File: src/rtl/sector_bitfix_pkg.sv
package sector_bitfix_pkg;

    typedef enum logic [2:0] {
        ST_IDLE,
        ST_ERASE,
        ST_SCAN,
        ST_FLIP,
        ST_DONE
    } fix_state_e;

    // Check bytes per sector: field width times capability, rounded up to bytes.
    function automatic int ecc_bytes_per_sector(input int sector_bytes, input int t_cap);
        int m;
        m = 12 + sector_bytes / 512;
        return (m * t_cap + 7) / 8;
    endfunction

endpackage

File: src/rtl/bitfix_pos_map.sv
module bitfix_pos_map #(
    parameter int SECTOR_BYTES = 512,
    parameter int EBPS         = 13,
    parameter int POS_W        = 13,
    parameter int SECT_W       = 2,
    parameter int DADDR_W      = 11,
    parameter int EADDR_W      = 6
) (
    input  logic [POS_W-1:0]   pos,
    input  logic [SECT_W-1:0]  sector,
    output logic               in_data,
    output logic               out_of_range,
    output logic [2:0]         bit_idx,
    output logic [DADDR_W-1:0] dat_addr,
    output logic [EADDR_W-1:0] ecc_addr
);
    localparam int BYTE_W = POS_W - 3;

    logic [POS_W-1:0]  zero_based;
    logic [BYTE_W-1:0] byte_idx;
    logic [BYTE_W-1:0] ecc_off;

    always_comb begin
        zero_based   = pos - POS_W'(1);
        byte_idx     = zero_based[POS_W-1:3];
        bit_idx      = zero_based[2:0];
        in_data      = byte_idx < BYTE_W'(SECTOR_BYTES);
        out_of_range = byte_idx >= BYTE_W'(SECTOR_BYTES + EBPS);
        ecc_off      = byte_idx - BYTE_W'(SECTOR_BYTES);
        dat_addr     = DADDR_W'(sector) * DADDR_W'(SECTOR_BYTES) + DADDR_W'(byte_idx);
        ecc_addr     = EADDR_W'(sector) * EADDR_W'(EBPS) + EADDR_W'(ecc_off);
    end

endmodule

File: src/rtl/bitfix_rmw.sv
module bitfix_rmw (
    input  logic       act,
    input  logic       in_data,
    input  logic [2:0] bit_idx,
    input  logic [7:0] dat_rd,
    input  logic [7:0] ecc_rd,
    output logic       dat_we,
    output logic       ecc_we,
    output logic [7:0] dat_wd,
    output logic [7:0] ecc_wd
);
    logic [7:0] mask;

    always_comb begin
        mask   = 8'b1 << bit_idx;
        dat_we = act & in_data;
        ecc_we = act & ~in_data;
        dat_wd = dat_rd ^ mask;
        ecc_wd = ecc_rd ^ mask;
    end

endmodule

File: src/rtl/sector_bitfix.sv
module sector_bitfix
    import sector_bitfix_pkg::*;
#(
    parameter int NUM_SECTORS  = 4,
    parameter int SECTOR_BYTES = 512,
    parameter int T_CAP        = 8,
    localparam int EBPS      = ecc_bytes_per_sector(SECTOR_BYTES, T_CAP),
    localparam int ECC_TOTAL = NUM_SECTORS * EBPS,
    localparam int SECT_W    = (NUM_SECTORS > 1) ? $clog2(NUM_SECTORS) : 1,
    localparam int DADDR_W   = $clog2(NUM_SECTORS * SECTOR_BYTES),
    localparam int EADDR_W   = (ECC_TOTAL > 1) ? $clog2(ECC_TOTAL) : 1,
    localparam int CNT_W     = $clog2(T_CAP + 1),
    localparam int POS_W     = $clog2((SECTOR_BYTES + EBPS) * 8 + 1),
    localparam int CORR_W    = $clog2(NUM_SECTORS * T_CAP + 1)
) (
    input  logic                   clk,
    input  logic                   rst_n,
    input  logic                   start,
    input  logic [NUM_SECTORS-1:0] sec_status,
    output logic [SECT_W-1:0]      err_sel,
    input  logic [CNT_W-1:0]       loc_degree,
    input  logic [CNT_W-1:0]       root_count,
    output logic [CNT_W-1:0]       pos_idx,
    input  logic [POS_W-1:0]       err_pos,
    output logic [DADDR_W-1:0]     dat_addr,
    input  logic [7:0]             dat_rd_data,
    output logic                   dat_wr_en,
    output logic [7:0]             dat_wr_data,
    output logic [EADDR_W-1:0]     ecc_addr,
    input  logic [7:0]             ecc_rd_data,
    output logic                   ecc_wr_en,
    output logic [7:0]             ecc_wr_data,
    output logic                   busy,
    output logic                   done,
    output logic                   erased,
    output logic                   failed,
    output logic                   fault,
    output logic [CORR_W-1:0]      corr_count
);

    typedef struct packed {
        fix_state_e             state;
        logic [NUM_SECTORS-1:0] pend;
        logic [SECT_W-1:0]      sec;
        logic [CNT_W-1:0]       pidx;
        logic [EADDR_W-1:0]     eaddr;
        logic [CORR_W-1:0]      corr;
        logic                   erased;
        logic                   failed;
        logic                   fault;
    } fix_regs_t;

    fix_regs_t r_q, r_d;

    logic               map_in_data;
    logic               map_oor;
    logic [2:0]         map_bit;
    logic [DADDR_W-1:0] map_dat_addr;
    logic [EADDR_W-1:0] map_ecc_addr;
    logic               flip_act;
    logic               step_next;

    bitfix_pos_map #(
        .SECTOR_BYTES(SECTOR_BYTES),
        .EBPS        (EBPS),
        .POS_W       (POS_W),
        .SECT_W      (SECT_W),
        .DADDR_W     (DADDR_W),
        .EADDR_W     (EADDR_W)
    ) u_map (
        .pos         (err_pos),
        .sector      (r_q.sec),
        .in_data     (map_in_data),
        .out_of_range(map_oor),
        .bit_idx     (map_bit),
        .dat_addr    (map_dat_addr),
        .ecc_addr    (map_ecc_addr)
    );

    bitfix_rmw u_rmw (
        .act    (flip_act),
        .in_data(map_in_data),
        .bit_idx(map_bit),
        .dat_rd (dat_rd_data),
        .ecc_rd (ecc_rd_data),
        .dat_we (dat_wr_en),
        .ecc_we (ecc_wr_en),
        .dat_wd (dat_wr_data),
        .ecc_wd (ecc_wr_data)
    );

    always_comb begin
        r_d       = r_q;
        flip_act  = 1'b0;
        step_next = 1'b0;
        case (r_q.state)
            ST_IDLE, ST_DONE: begin
                if (start) begin
                    r_d.state  = ST_ERASE;
                    r_d.pend   = sec_status;
                    r_d.sec    = '0;
                    r_d.pidx   = '0;
                    r_d.eaddr  = '0;
                    r_d.corr   = '0;
                    r_d.erased = 1'b0;
                    r_d.failed = 1'b0;
                    r_d.fault  = 1'b0;
                end
            end
            ST_ERASE: begin
                if (ecc_rd_data != 8'hFF) begin
                    r_d.state = ST_SCAN;
                end else if (r_q.eaddr == EADDR_W'(ECC_TOTAL - 1)) begin
                    r_d.state  = ST_DONE;
                    r_d.erased = 1'b1;
                end else begin
                    r_d.eaddr = r_q.eaddr + EADDR_W'(1);
                end
            end
            ST_SCAN: begin
                if (!r_q.pend[0]) begin
                    step_next = 1'b1;
                end else if (root_count != loc_degree) begin
                    r_d.failed = 1'b1;
                    r_d.state  = ST_DONE;
                end else if (root_count == '0) begin
                    step_next = 1'b1;
                end else begin
                    r_d.pidx  = '0;
                    r_d.state = ST_FLIP;
                end
            end
            ST_FLIP: begin
                if (map_oor) begin
                    r_d.fault = 1'b1;
                    r_d.state = ST_DONE;
                end else begin
                    flip_act = 1'b1;
                    r_d.corr = r_q.corr + CORR_W'(1);
                    if (r_q.pidx == root_count - CNT_W'(1)) begin
                        step_next = 1'b1;
                    end else begin
                        r_d.pidx = r_q.pidx + CNT_W'(1);
                    end
                end
            end
            default: r_d.state = ST_IDLE;
        endcase

        if (step_next) begin
            if (r_q.sec == SECT_W'(NUM_SECTORS - 1)) begin
                r_d.state = ST_DONE;
            end else begin
                r_d.sec   = r_q.sec + SECT_W'(1);
                r_d.pend  = r_q.pend >> 1;
                r_d.state = ST_SCAN;
            end
        end
    end

    always_ff @(posedge clk or negedge rst_n) begin
        if (!rst_n) begin
            r_q <= '{state: ST_IDLE, default: '0};
        end else begin
            r_q <= r_d;
        end
    end

    assign err_sel    = r_q.sec;
    assign pos_idx    = r_q.pidx;
    assign dat_addr   = map_dat_addr;
    assign ecc_addr   = (r_q.state == ST_ERASE) ? r_q.eaddr : map_ecc_addr;
    assign busy       = (r_q.state == ST_ERASE) || (r_q.state == ST_SCAN) || (r_q.state == ST_FLIP);
    assign done       = (r_q.state == ST_DONE);
    assign erased     = r_q.erased;
    assign failed     = r_q.failed;
    assign fault      = r_q.fault;
    assign corr_count = r_q.corr;

endmodule

File: config.mk
export PLATFORM = sky130hd
export DESIGN_NAME = sector_bitfix
export DESIGN_NICKNAME = d
export VERILOG_FILES = /design/src/rtl/sector_bitfix_pkg.sv /design/src/rtl/bitfix_pos_map.sv /design/src/rtl/bitfix_rmw.sv /design/src/rtl/sector_bitfix.sv
export SDC_FILE = /design/constraint.sdc
export NUM_CORES = 1
export LEC_CHECK = 0
export ABC_AREA = 0
export BUFFER_PORTS_ARGS = -buffer_cell sky130_fd_sc_hd__buf_2
export CELL_PAD_IN_SITES_DETAIL_PLACEMENT = 1
export CELL_PAD_IN_SITES_GLOBAL_PLACEMENT = 2
export CORE_ASPECT_RATIO = 1.4
export CORE_MARGIN = 3
export CORE_UTILIZATION = 31
export CTS_BUF_LIST = sky130_fd_sc_hd__clkbuf_4 sky130_fd_sc_hd__clkbuf_8
export DETAILED_ROUTE_END_ITERATION = 6
export PLACE_DENSITY_LB_ADDON = 0.1
export SLEW_MARGIN = 20
export SYNTH_ARGS = -nofsm -noshare
export SYNTH_HDL_FRONTEND = slang
export SYNTH_SLANG_ARGS = --single-unit
File: constraint.sdc
create_clock -name clk -period 8.4 [get_ports clk]
set_clock_uncertainty 0.1 [all_clocks]
set_input_delay 0.42 -clock clk [delete_from_list [all_inputs] [get_ports clk]]
set_output_delay 0.42 -clock clk [all_outputs]
set_load 0.01 [all_outputs]
==> run summary <==
- reg2reg path depth: 6
- final critical path time including I/O delays and setup: 3.66 ns
- Iter 0 DRT Violations: 55
- share of post-route cells with drive strength above 1: 32.1%
- Syn Area/Cell: 8.84 µm²
- DR DRC count: 0
- number of antenna violations at the first check in global routing: 0
- total of hold buffers inserted after clock tree synthesis: 0
- path category of the worst min-delay check: in2async
- mean routed wirelength per cell: 15.4 µm
- Antenna Diode Count: 0
- maximum number of pins on one net before global-route repair: 29
- met3 usage in global routing: 2.55%
- vias after detailed routing: 2315
- Worst Setup Start Kind: input pin
- CTS Buffer Depth: 2
- beginning of the critical path: err_pos[1]
- grt ovf: 0
- number of setup violations in the final report: 0
- Sw Share: 41.7%
- Non-Filler Cell Area, Final: 3100 µm²
- count of warnings emitted by yosys: 0
- unrepaired setup endpoints after global routing: false
- most used flip-flop cell after synthesis: sky130_fd_sc_hd__dfrtp_1
- post-cts resize count: 0
- max-cap check violation count: 0
- worst rel slew slack: 47.4%
- proportion of netlist area held by the largest area contributor: 27.5%
- top area cells in the synthesized netlist: sky130_fd_sc_hd__dfrtp_1, sky130_fd_sc_hd__xnor2_1, sky130_fd_sc_hd__ha_1
- clock share of power: 16.4%
- Most Used Layer, Global Route: met2
- category of the critical setup timing path: in2out
- endpoint arrival time on the critical path: 3.14 ns
- Max stage delay on crit path: 0.47 ns
- DRT Pass-1 Iters: 4
- cell with the biggest individual delay on the critical path: sky130_fd_sc_hd__fa_1
- leading post-synthesis cells by instance count: sky130_fd_sc_hd__nand2_1, sky130_fd_sc_hd__dfrtp_1, sky130_fd_sc_hd__nor2_1, sky130_fd_sc_hd__xnor2_1, sky130_fd_sc_hd__xor2_1
- outcome: finished, final reports clean
- final max-slew violation count: 0
- kind of end point of the critical path: output pin
- ratio of total power to cell area: 211 nW/µm²
- share of the yosys chip area belonging to registers: 27.5%
- crit path cell chain: buf_2, nor2_1, nand2_1, nor3_1, xor2_1, inv_1, fa_1, inv_1, ha_1, a21o_1, a21oi_1, xnor2_1, xnor2_1, o21ai_0, buf_2
- cell-internal power: 0.000381 W
- sequential share of power: 30.0%
- area of the mapped netlist: 2550 µm²
- maximum operating frequency: 0.273 GHz
- end of the critical path: ecc_addr[5]
- clock sink total: 28
- initial core utilization: 32.3%
- Inserted Clock Buffers: 3
- number of enable flip-flop cells after synthesis: 0
- ANT nets after route: 0
- LEAKAGE: 1.57 nW
- number of buffers inserted to repair setup after CTS: 0
- clock latency reported for the late side of the worst-skew pair: 0.27 ns
- origin of the critical flop-to-flop path: r_q[26]
- quantity of I/O buffers inserted on ports: 95
- most used standard cell by instance count after synthesis: sky130_fd_sc_hd__nand2_1
- Critical Path RT: 7.88 ns
- synthesis-to-finish area growth: 21.6%
- Worst Hold Slack: 0.0504 ns
- GRT Overall Usage: 15.9%
- Total Routed Length: 7190 µm
- final layout net count: 431
- top-level I/O count: 96
- peak fanout along the critical path: 10
- capture instance of the worst register-to-register path: pos_idx[3]
- HPWL after DPL: 5980 µm
- buffer type at the clock tree root: sky130_fd_sc_hd__clkbuf_8
- number of placement rows: 38
- minimum setup slack among reg-to-reg paths: 5.74 ns
- ratio of routed vias to standard cells: 4.95
- part of the total power dissipated in combinational logic: 53.6%
- Die ar.: 9350 µm²
- Worst-Margin Slew: 0.788 ns
- Floorplan Core Area: 7890 µm²
- die boundary height: 113 µm
- Synth Instances: 288
- DIE WIDTH: 82.6 µm
- GR met1 Demand/Resource: 18.6%
- global-route wire length before repair: 11900 µm
- CTS tree: done
- Async SR Flop Fraction: 100%
- Final Hold Fails: 0
- met2 track utilization from global routing: 29.9%
- final-layout setup total negative slack: 0 ns
- Switching Power: 0.000272 W
- final worst-path cycle share: 43.5%
- library cell occupying the most area in the post-synthesis netlist: sky130_fd_sc_hd__dfrtp_1
- Pwr Total: 0.000654 W
- Synth Net Count: 350
- worst vdd ir: 0.000101 V
- global placement routability congestion: 0.744
- level count of the clock H-tree: 1
- number of global-route vias before repair: 2504
- Netlist cell types: 51
- number of storage elements in the synthesis netlist: 28
- Clk pin slew, worst setup/hold paths: 0.10 ns
- Post-Place Cell Area: 3020 µm²
[sequential cells by signal, summed over array words and instances (netlist names)]
| register | cells |
|---|---|
| corr_count | 6 |
| erased | 1 |
| err_sel | 2 |
| failed | 1 |
| fault | 1 |
| pos_idx | 4 |
| r_q | 13 |
[worst max-delay path, delay by kind of cell]
kind            cells  cell delay, ns
fa+ha+maj           2            0.79
buf+inv             4            0.42
xor+xnor            3            0.45
compound gates      3            0.48
simple gates        3            0.56
[power by group through the flow]
stage	Sequential (W)	Combinational (W)	Clock, W
final	0.000196	0.000350	0.000108
after global routing	0.000201	0.000397	0.000117
after CTS	0.000197	0.000360	0.000110
after detailed placement	0.000199	0.000358	0
after global placement	0.000199	0.000354	0
after floorplan	0.000186	0.000251	0
[cells by family (layout without fill, tap and decap cells)]
group           after synthesis  count (layout)  share of synthesized area (%)
compound gates               46              46                           12.3
xor+xnor                     45              45                           15.5
fa+ha+maj                    18              18                           9.43
buf+inv                      35             115                           7.32
flops                        28              28                           27.5
mux                          10              10                           4.86
simple gates                106             106                           23.1
[worst min path at each step]
stage | startpoint | end
after CTS | rst_n | pos_idx[3]
final | rst_n | pos_idx[3]
after floorplan | rst_n | corr_count[0]
after global routing | rst_n | pos_idx[1]
after global placement | fault | fault
after detailed placement | fault | fault
[layer usage]
layer  vias to the layer above  wire, µm
met1                      1101      2870
met3                         8       338
met5                         -         0
met2                        54      3930
li1                       1152         -
met4                         0        57
[cell type report]
class	count	area, µm²
sequential	28	701
timing repair buffer	96	483
multi-input combinational	225	1660
fill	1001	4800
clock inverter	1	30.0
tap	100	125
clock buffer	3	41.3
inverter	15	56.3
[through the flow]
stage	utilization, %	std cells	setup WS (ns)
after floorplan	-	288	4.82
after global placement	38.3	464	4.83
after detailed placement	38.3	464	4.74
after CTS	39.2	468	4.72
after global routing	39.2	468	4.48
final	39.2	468	4.74
[placed cells by master, fill, tap and decap left out, types with 2 or more instances in the layout]
cell type / synthesis / final
sky130_fd_sc_hd__buf_2: 2 / 95
sky130_fd_sc_hd__nand2_1: 35 / 35
sky130_fd_sc_hd__dfrtp_1: 28 / 28
sky130_fd_sc_hd__xnor2_1: 25 / 25
sky130_fd_sc_hd__nor2_1: 25 / 25
sky130_fd_sc_hd__xor2_1: 20 / 20
sky130_fd_sc_hd__ha_1: 16 / 16
sky130_fd_sc_hd__inv_1: 15 / 15
sky130_fd_sc_hd__o21ai_0: 12 / 12
sky130_fd_sc_hd__a21oi_1: 11 / 11
sky130_fd_sc_hd__nor3_1: 5 / 5
sky130_fd_sc_hd__o31ai_1: 5 / 5
sky130_fd_sc_hd__nand3b_1: 5 / 5
sky130_fd_sc_hd__nand3_1: 5 / 5
sky130_fd_sc_hd__nand4_1: 5 / 5
sky130_fd_sc_hd__mux2_4: 4 / 4
sky130_fd_sc_hd__o211ai_1: 3 / 3
sky130_fd_sc_hd__mux2i_1: 3 / 3
sky130_fd_sc_hd__a21o_1: 3 / 3
sky130_fd_sc_hd__mux2_2: 3 / 3
sky130_fd_sc_hd__a211oi_1: 3 / 3
sky130_fd_sc_hd__clkbuf_8: 0 / 3
sky130_fd_sc_hd__nor3b_1: 2 / 2
sky130_fd_sc_hd__and2_1: 2 / 2
sky130_fd_sc_hd__o41ai_1: 2 / 2
sky130_fd_sc_hd__nor4_1: 2 / 2
sky130_fd_sc_hd__nand2b_1: 2 / 2
sky130_fd_sc_hd__nand4b_1: 2 / 2
sky130_fd_sc_hd__a31oi_1: 2 / 2
sky130_fd_sc_hd__or3_1: 2 / 2
sky130_fd_sc_hd__or4_1: 2 / 2
sky130_fd_sc_hd__fa_1: 2 / 2
Note: power is estimated with default switching activity, not from simulation.
